### config.mk
export PLATFORM = sky130hd
export DESIGN_NAME = xbus_area_timer
export DESIGN_NICKNAME = d
export VERILOG_FILES = /design/src/rtl/xbt_pkg.sv /design/src/rtl/xbt_wait_sync.sv /design/src/rtl/xbt_timing_calc.sv /design/src/rtl/xbt_seq.sv /design/src/rtl/xbus_area_timer.sv
export SDC_FILE = /design/constraint.sdc
export NUM_CORES = 1
export LEC_CHECK = 0
export BUFFER_PORTS_ARGS = -buffer_cell sky130_fd_sc_hd__buf_4
export CORE_UTILIZATION = 40
export CTS_BUF_LIST = sky130_fd_sc_hd__clkbuf_8
export DETAILED_ROUTE_END_ITERATION = 10
export GPL_TIMING_DRIVEN = 0
export MAX_ROUTING_LAYER = met4
export PLACE_DENSITY = 0.67
export REMOVE_ABC_BUFFERS = 1
export SETUP_SLACK_MARGIN = 0.3
export SYNTH_ARGS = -nofsm -noshare
export SYNTH_HDL_FRONTEND = slang
export SYNTH_SLANG_ARGS = --single-unit
### constraint.sdc
create_clock -name clk -period 2.4 [get_ports clk]
set_input_delay 0.72 -clock clk [delete_from_list [all_inputs] [get_ports clk]]
set_output_delay 0.72 -clock clk [all_outputs]
set_load 0.01 [all_outputs]
### src/rtl/xbt_pkg.sv
package xbt_pkg;

  typedef enum logic [2:0] {
    ST_IDLE,
    ST_SETUP,
    ST_STROBE,
    ST_HOLD,
    ST_DONE
  } seq_state_e;

  // Largest combined wait: 15 base plus 50 PC-card
  localparam int unsigned XB_MAX_WAIT = 65;
  localparam int unsigned XB_LEAD_MAX = 15;

  function automatic logic [6:0] base_wait_f(input logic [2:0] code);
    logic [6:0] r;
    case (code)
      3'd4:    r = 7'd6;
      3'd5:    r = 7'd9;
      3'd6:    r = 7'd12;
      3'd7:    r = 7'd15;
      default: r = {4'd0, code};
    endcase
    return r;
  endfunction

  function automatic logic [6:0] pc_wait_f(input logic [1:0] code);
    logic [6:0] r;
    case (code)
      2'd1:    r = 7'd10;
      2'd2:    r = 7'd25;
      2'd3:    r = 7'd50;
      default: r = 7'd0;
    endcase
    return r;
  endfunction

  function automatic logic [3:0] pc_ext_f(input logic [1:0] code);
    logic [3:0] r;
    case (code)
      2'd1:    r = 4'd2;
      2'd2:    r = 4'd5;
      2'd3:    r = 4'd14;
      default: r = 4'd0;
    endcase
    return r;
  endfunction

  function automatic logic [3:0] lead_clamp_f(input logic [4:0] v);
    return (v > 5'(XB_LEAD_MAX)) ? 4'(XB_LEAD_MAX) : v[3:0];
  endfunction

endpackage

### src/rtl/xbt_wait_sync.sv
module xbt_wait_sync #(
  parameter int unsigned STAGES = 2
) (
  input  logic clk,
  input  logic rst_n,
  input  logic async_in,
  output logic sync_out
);
  logic [STAGES-1:0] sh_q;

  generate
    if (STAGES == 1) begin : g_one
      always_ff @(posedge clk or negedge rst_n) begin
        if (!rst_n) sh_q <= '0;
        else        sh_q <= async_in;
      end
    end else begin : g_many
      always_ff @(posedge clk or negedge rst_n) begin
        if (!rst_n) sh_q <= '0;
        else        sh_q <= {sh_q[STAGES-2:0], async_in};
      end
    end
  endgenerate

  assign sync_out = sh_q[STAGES-1];
endmodule

### src/rtl/xbt_timing_calc.sv
module xbt_timing_calc
  import xbt_pkg::*;
#(
  parameter int unsigned DATA_W = 32,
  parameter int unsigned CNT_W  = 7,
  parameter int unsigned LANE_W = 3
) (
  input  logic [2:0]        wait_code,
  input  logic              setup_code,
  input  logic [1:0]        hold_code,
  input  logic              pcard,
  input  logic [1:0]        pc_setup_code,
  input  logic [1:0]        pc_hold_code,
  input  logic [1:0]        pc_wait_code,
  input  logic [1:0]        width_code,
  output logic [3:0]        setup_n,
  output logic [CNT_W-1:0]  wait_n,
  output logic [3:0]        hold_n,
  output logic [3:0]        beat_n,
  output logic [DATA_W-1:0] lane_mask
);
  localparam int unsigned LANES = DATA_W / 8;

  logic [4:0]        su_sum;
  logic [4:0]        ho_sum;
  logic [7:0]        wt_sum;
  logic [LANE_W-1:0] lanes;

  always_comb begin
    su_sum  = {4'd0, setup_code} + (pcard ? {1'b0, pc_ext_f(pc_setup_code)} : 5'd0);
    ho_sum  = {3'd0, hold_code}  + (pcard ? {1'b0, pc_ext_f(pc_hold_code)}  : 5'd0);
    wt_sum  = {1'b0, base_wait_f(wait_code)} + (pcard ? {1'b0, pc_wait_f(pc_wait_code)} : 8'd0);
    setup_n = lead_clamp_f(su_sum);
    hold_n  = lead_clamp_f(ho_sum);
    wait_n  = CNT_W'(wt_sum);
    beat_n  = 4'd2 + {1'b0, wait_code};
    case (width_code)
      2'd0:    lanes = LANE_W'(1);
      2'd1:    lanes = LANE_W'(2);
      default: lanes = pcard ? LANE_W'(2) : LANE_W'(LANES);
    endcase
  end

  generate
    for (genvar b = 0; b < LANES; b++) begin : g_lane
      assign lane_mask[b*8 +: 8] = {8{lanes > LANE_W'(b)}};
    end
  endgenerate
endmodule

### src/rtl/xbt_seq.sv
module xbt_seq
  import xbt_pkg::*;
#(
  parameter int unsigned CNT_W  = 7,
  parameter int unsigned BEAT_W = 2
) (
  input  logic              clk,
  input  logic              rst_n,
  input  logic              start,
  input  logic [3:0]        setup_n,
  input  logic [CNT_W-1:0]  wait_n,
  input  logic [3:0]        hold_n,
  input  logic [3:0]        beat_n,
  input  logic [BEAT_W-1:0] beats,
  input  logic              wait_sync,
  output seq_state_e        state,
  output logic              first_cycle,
  output logic              strobe_last,
  output logic              beat_end
);
  localparam logic [CNT_W-1:0] CNT_ONE = CNT_W'(1);

  logic [CNT_W-1:0]  cnt_q;
  logic [CNT_W-1:0]  wait_q;
  logic [3:0]        hold_q;
  logic [3:0]        beat_q;
  logic [BEAT_W-1:0] left_q;
  logic              first_q;

  assign strobe_last = (state == ST_STROBE) && (cnt_q == '0);
  assign beat_end    = strobe_last && !wait_sync;
  assign first_cycle = first_q;

  always_ff @(posedge clk or negedge rst_n) begin
    if (!rst_n) begin
      state   <= ST_IDLE;
      cnt_q   <= '0;
      wait_q  <= '0;
      hold_q  <= '0;
      beat_q  <= '0;
      left_q  <= '0;
      first_q <= 1'b0;
    end else begin
      first_q <= 1'b0;
      case (state)
        ST_IDLE: begin
          if (start) begin
            wait_q  <= wait_n;
            hold_q  <= hold_n;
            beat_q  <= beat_n;
            left_q  <= beats;
            first_q <= 1'b1;
            if (setup_n != 4'd0) begin
              state <= ST_SETUP;
              cnt_q <= CNT_W'(setup_n) - CNT_ONE;
            end else begin
              state <= ST_STROBE;
              cnt_q <= wait_n;
            end
          end
        end
        ST_SETUP: begin
          if (cnt_q == '0) begin
            state <= ST_STROBE;
            cnt_q <= wait_q;
          end else begin
            cnt_q <= cnt_q - CNT_ONE;
          end
        end
        ST_STROBE: begin
          if (cnt_q != '0) begin
            cnt_q <= cnt_q - CNT_ONE;
          end else if (!wait_sync) begin
            if (left_q != '0) begin
              left_q <= left_q - BEAT_W'(1);
              cnt_q  <= CNT_W'(beat_q) - CNT_ONE;
            end else if (hold_q != 4'd0) begin
              state <= ST_HOLD;
              cnt_q <= CNT_W'(hold_q) - CNT_ONE;
            end else begin
              state <= ST_DONE;
            end
          end
        end
        ST_HOLD: begin
          if (cnt_q == '0) state <= ST_DONE;
          else             cnt_q <= cnt_q - CNT_ONE;
        end
        ST_DONE: state <= ST_IDLE;
        default: state <= ST_IDLE;
      endcase
    end
  end
endmodule

### src/rtl/xbus_area_timer.sv
module xbus_area_timer
  import xbt_pkg::*;
#(
  parameter int unsigned ADDR_W    = 29,
  parameter int unsigned DATA_W    = 32,
  parameter int unsigned BEAT_W    = 2,
  parameter int unsigned AREA_MSB  = 28,
  parameter logic [2:0]  AREA_CODE = 3'b110
) (
  input  logic              clk,
  input  logic              rst_n,
  input  logic              req_valid,
  input  logic [ADDR_W-1:0] req_addr,
  input  logic              req_write,
  input  logic [DATA_W-1:0] req_wdata,
  input  logic [BEAT_W-1:0] req_beats,
  input  logic [2:0]        cfg_wait,
  input  logic              cfg_setup,
  input  logic [1:0]        cfg_hold,
  input  logic              cfg_burst,
  input  logic              cfg_pcard,
  input  logic [1:0]        cfg_pc_setup,
  input  logic [1:0]        cfg_pc_hold,
  input  logic [1:0]        cfg_pc_wait,
  input  logic [1:0]        cfg_width,
  input  logic              ext_wait,
  input  logic [DATA_W-1:0] bus_rdata,
  output logic              bus_cs_n,
  output logic              bus_rd_n,
  output logic              bus_we_n,
  output logic              bus_addr_vld,
  output logic              bus_data_oe,
  output logic [ADDR_W-1:0] bus_addr,
  output logic [DATA_W-1:0] bus_wdata,
  output logic              done,
  output logic              rd_valid,
  output logic [DATA_W-1:0] rdata
);
  localparam int unsigned CNT_W  = $clog2(XB_MAX_WAIT + 1);
  localparam int unsigned LANE_W = $clog2(DATA_W / 8) + 1;

  // Named internal events, also used by the bound checker
  logic              area_hit;
  logic              seq_idle;
  logic              start;
  logic              wait_sync;
  logic              strobe_last;
  logic              beat_end;
  logic              first_cycle;
  seq_state_e        state;

  logic [3:0]        setup_n;
  logic [CNT_W-1:0]  wait_n;
  logic [3:0]        hold_n;
  logic [3:0]        beat_n;
  logic [DATA_W-1:0] lane_mask;
  logic [BEAT_W-1:0] beats_eff;

  logic [ADDR_W-1:0] addr_q;
  logic [DATA_W-1:0] wdata_q;
  logic [DATA_W-1:0] mask_q;
  logic [DATA_W-1:0] rdata_q;
  logic              write_q;
  logic              rd_valid_q;

  assign area_hit  = (req_addr[AREA_MSB -: 3] == AREA_CODE);
  assign seq_idle  = (state == ST_IDLE);
  assign start     = req_valid && area_hit && seq_idle;
  assign beats_eff = cfg_burst ? req_beats : '0;

  xbt_wait_sync #(.STAGES(2)) sync_i (
    .clk      (clk),
    .rst_n    (rst_n),
    .async_in (ext_wait),
    .sync_out (wait_sync)
  );

  xbt_timing_calc #(.DATA_W(DATA_W), .CNT_W(CNT_W), .LANE_W(LANE_W)) calc_i (
    .wait_code     (cfg_wait),
    .setup_code    (cfg_setup),
    .hold_code     (cfg_hold),
    .pcard         (cfg_pcard),
    .pc_setup_code (cfg_pc_setup),
    .pc_hold_code  (cfg_pc_hold),
    .pc_wait_code  (cfg_pc_wait),
    .width_code    (cfg_width),
    .setup_n       (setup_n),
    .wait_n        (wait_n),
    .hold_n        (hold_n),
    .beat_n        (beat_n),
    .lane_mask     (lane_mask)
  );

  xbt_seq #(.CNT_W(CNT_W), .BEAT_W(BEAT_W)) seq_i (
    .clk         (clk),
    .rst_n       (rst_n),
    .start       (start),
    .setup_n     (setup_n),
    .wait_n      (wait_n),
    .hold_n      (hold_n),
    .beat_n      (beat_n),
    .beats       (beats_eff),
    .wait_sync   (wait_sync),
    .state       (state),
    .first_cycle (first_cycle),
    .strobe_last (strobe_last),
    .beat_end    (beat_end)
  );

  always_ff @(posedge clk or negedge rst_n) begin
    if (!rst_n) begin
      addr_q     <= '0;
      wdata_q    <= '0;
      mask_q     <= '0;
      rdata_q    <= '0;
      write_q    <= 1'b0;
      rd_valid_q <= 1'b0;
    end else begin
      rd_valid_q <= beat_end && !write_q;
      if (start) begin
        addr_q  <= req_addr;
        wdata_q <= req_wdata;
        mask_q  <= lane_mask;
        write_q <= req_write;
      end
      if (beat_end && !write_q) rdata_q <= bus_rdata & mask_q;
    end
  end

  logic active;
  assign active       = (state == ST_SETUP) || (state == ST_STROBE) || (state == ST_HOLD);
  assign bus_cs_n     = !active;
  assign bus_rd_n     = !((state == ST_STROBE) && !write_q);
  assign bus_we_n     = !((state == ST_STROBE) && write_q);
  assign bus_addr_vld = first_cycle;
  assign bus_data_oe  = active && write_q;
  assign bus_addr     = addr_q;
  assign bus_wdata    = wdata_q;
  assign done         = (state == ST_DONE);
  assign rd_valid     = rd_valid_q;
  assign rdata        = rdata_q;
endmodule

==> impl_metrics.tcl <==
set metrics [dict create \
    track_usage 0.234 \
    max_freq_ghz 0.435 \
    synth_mux_area_frac 0.0122 \
    drc 26 \
    io_pins 216 \
    antenna_found_initial 0 \
    finalCritPeriodShare 0.958 \
    cts_tree "done" \
    dpl.hpwl_um 10800 \
    core_um2 14600 \
    area_growth_pct 52.6 \
    clk_pin_slew_ns 0.08 \
    root_buffer "clkbuf_8" \
    routed_via_density 5.09 \
    die_w_um 125 \
    synth-main-ff-cell "dfrtp_1" \
    syn_area_per_cell_um2 8.73 \
    crit_path_max_fanout 67 \
    startpoint_type "primary input" \
    ir_worst_vdd_uv 630 \
    status "finished, violations left" \
    rr_startpoint "seq_i.cnt_q[0]" \
    cts_sinks 128 \
    rsz0062_at_grt "yes" \
    end_kind "flip-flop" \
    grt_max_degree 75 \
    synth-edff-count 0 \
    die-area_um2 15600 \
    slowest_delay_ns 0.77 \
    arrival_ns 2.62 \
    drt_iter0_drc 415 \
    clock_skew_ns 0.0140 \
    cts_buffers 17 \
    synthSimpleGateAreaFrac 0.273 \
    relSlewSlack 0.607 \
    place_ws_ns -1.03 \
    setup_viol 0 \
    p_leak_nw 4.63 \
    grt_pass1_wl_um 28000 \
    hold_viol_final 0 \
    place_congestion 0.859 \
    rows 44 \
    vias 5817 \
    synth-xor-area-share 0.0145 \
    fin_crit_ns 2.30 \
    worst_slew_pin_slew_ns 0.589 \
    async_flop_share 1.00 \
    yosysWarningCount 0 \
    drv_cap 0 \
    crit_buf_inv 2 \
    drv_slew 0 \
    synth_compound_area_frac 0.0884 \
    chipHeight_um 125 \
    placed_area_um2 7770 \
    synthAdderAreaFrac 0.0440 \
    worstHoldPathType "in2async" \
    crit_type "in2reg" \
    synth_cell_types 59 \
    drive_above_1_share 0.394 \
    crit_slowest_cell "or4_4" \
    yosysSeqAreaShare 0.531 \
    violations "design-rule violations" \
    reg2regPathDepth 8 \
    critPathRequiredTime_ns 2.72 \
    synth_area_um2 6030 \
    routed_wl_um 17900 \
    cts.path.max_buffers 2 \
    ff2ff_setup_slack_ns 0.12 \
    synth.ff_latch_count 128 \
    power.density_nw_per_um2 1130 \
    rr_endpoint "seq_i.left_q[1]" \
    ant_nets 0 \
    wire_per_inst_um 15.7 \
    numPortBuffers 215 \
    first_pass_iters 8 \
    final_area_um2 9200 \
    finalNetCount 1082 \
    grt_overflow 0 \
    path_cells "buf_4 -> nand4b_1 -> or4_4 -> inv_12 -> mux2_2" \
    grt_pass1_vias 5741 \
    synth_top_family_by_area "simple AND/OR/NAND/NOR gates" \
    clock_latency_ns 0.44 \
    path_delay_family "simple AND/OR/NAND/NOR gates" \
    path_depth 5 \
    antenna_cells 0 \
    layout_setup_ws_ns 0.0999 \
    cts.htree.levels 4 \
    start_util 0.412 \
    synth_cells 691 \
]
==> Yosys cell counts, types with 2 or more instances <==
library cell / number / share of area
and2_1: 11 / 0.011
xor2_1: 3 / 0.0044
fa_1: 2 / 0.0066
o31a_1: 2 / 0.0029
a31oi_1: 3 / 0.0031
o21ai_0: 9 / 0.0075
o21ai_1: 12 / 0.010
nand2b_1: 7 / 0.0073
nor2_1: 24 / 0.015
buf_2: 9 / 0.0075
inv_1: 12 / 0.0075
a21oi_1: 18 / 0.015
nor3_1: 8 / 0.0066
clkbuf_1: 25 / 0.016
o21a_1: 2 / 0.0025
nand2_1: 290 / 0.18
inv_2: 4 / 0.0025
mux2i_1: 4 / 0.0066
xnor2_1: 7 / 0.010
mux2_2: 2 / 0.0037
o32ai_1: 3 / 0.0044
or3_1: 3 / 0.0031
o31ai_1: 4 / 0.0050
o21bai_1: 2 / 0.0025
nand3_1: 36 / 0.030
nor3b_1: 4 / 0.0050
o41ai_1: 2 / 0.0029
o22ai_1: 2 / 0.0021
a211oi_1: 3 / 0.0037
a311oi_1: 3 / 0.0044
ha_1: 18 / 0.037
dfrtp_1: 128 / 0.53
buf_4: 3 / 0.0037
==> cell type report <==
class                   instances  area [um2]
fillers                      1246        5440
flip-flops and latches        128        3210
multi-input cells             511        3080
repair buffers                272        2140
clock buffers                  18         248
well taps                     184         230
clock inverters                13         210
inverters                      16        92.6
==> per-layer routing <==
layer / wire (um) / up-vias / GRT usage
met5: 0 / - / -
met4: 545 / 0 / 0.0763
met3: 1360 / 60 / 0.0593
met2: 8550 / 253 / 0.380
met1: 7440 / 2725 / 0.287
li1: - / 2779 / -
==> cells in the final DEF (no fill, tap or decap), types with 7 or more instances in the layout <==
master    instances
nor3_1            7
and2_1            8
nor2_1           15
buf_6             7
a21oi_1          14
clkbuf_8         18
ha_4              9
inv_1             9
o21ai_1          11
dfrtp_1         125
nand3_1          35
buf_4           256
nand2_1         285
ha_1              9
o21ai_0           9
nor2_4            9
==> state kept, by name, summed over array words and instances, names as in the netlist <==
register,count
sync_i.sh_q,2
seq_i.state,3
seq_i.hold_q,4
bus_wdata,32
rdata,32
write_q,1
seq_i.beat_q,4
mask_q,3
seq_i.cnt_q,7
seq_i.left_q,2
seq_i.first_cycle,1
seq_i.wait_q,7
rd_valid,1
bus_addr,29
==> worst max path at each step <==
stage | slack, ns | start | endpoint
floorplan | -1.34 | req_addr[26] | seq_i.wait_q[5]
global placement | -3.39 | req_valid | seq_i.wait_q[5]
detailed placement | -1.03 | seq_i.cnt_q[0] | rdata[24]
CTS | 0.13 | seq_i.state[2] | bus_rd_n
global route | 0.05 | req_addr[26] | seq_i.wait_q[5]
finish | 0.1 | req_addr[26] | seq_i.wait_q[5]
==> where the power goes <==
part           total, mW  switching (mW)  internal [mW]  leakage [nW]
sequential          3.68           0.675           3.01          1.54
clock               2.15           0.888           1.26         0.225
combinational       4.52            2.24           2.28          2.86
total               10.4            3.80           6.55          4.63
==> logic make-up (layout without fill, tap and decap cells) <==
kind of cell / count (synthesis) / in the layout
buffers and inverters: 53 / 319
AO/OA/AOI/OAI: 80 / 80
adder cells (fa/ha/maj): 20 / 20
XOR/XNOR: 10 / 10
AND/OR/NAND/NOR: 393 / 394
flip-flops: 128 / 128
multiplexers: 7 / 7
==> metrics by stage <==
step	hold slack (ns)	TNS (ns)	utilization	power, mW	instances
6_report	0.226	0	0.628	10.4	1142
5_1_grt	0.237	0	0.628	11.0	1142
4_1_cts	0.228	0	0.602	9.85	1123
3_5_place_dp	0.341	-88.66	0.530	7.19	1055
3_3_place_gp	0.334	-269.16	0.527	7.12	1053
2_1_floorplan	0.331	-88.61	-	5.40	654
==> repair_timing <==
item | 4_1_cts | 5_1_grt
setup buffers | 36 | 19
hold buffers | 0 | 0
gates resized for setup | 74 | 49
gates cloned | 1 | 0
pin swaps | 25 | 30
endpoints found under the setup margin | 120 | 69
Note: power is estimated with default switching activity, not from simulation.
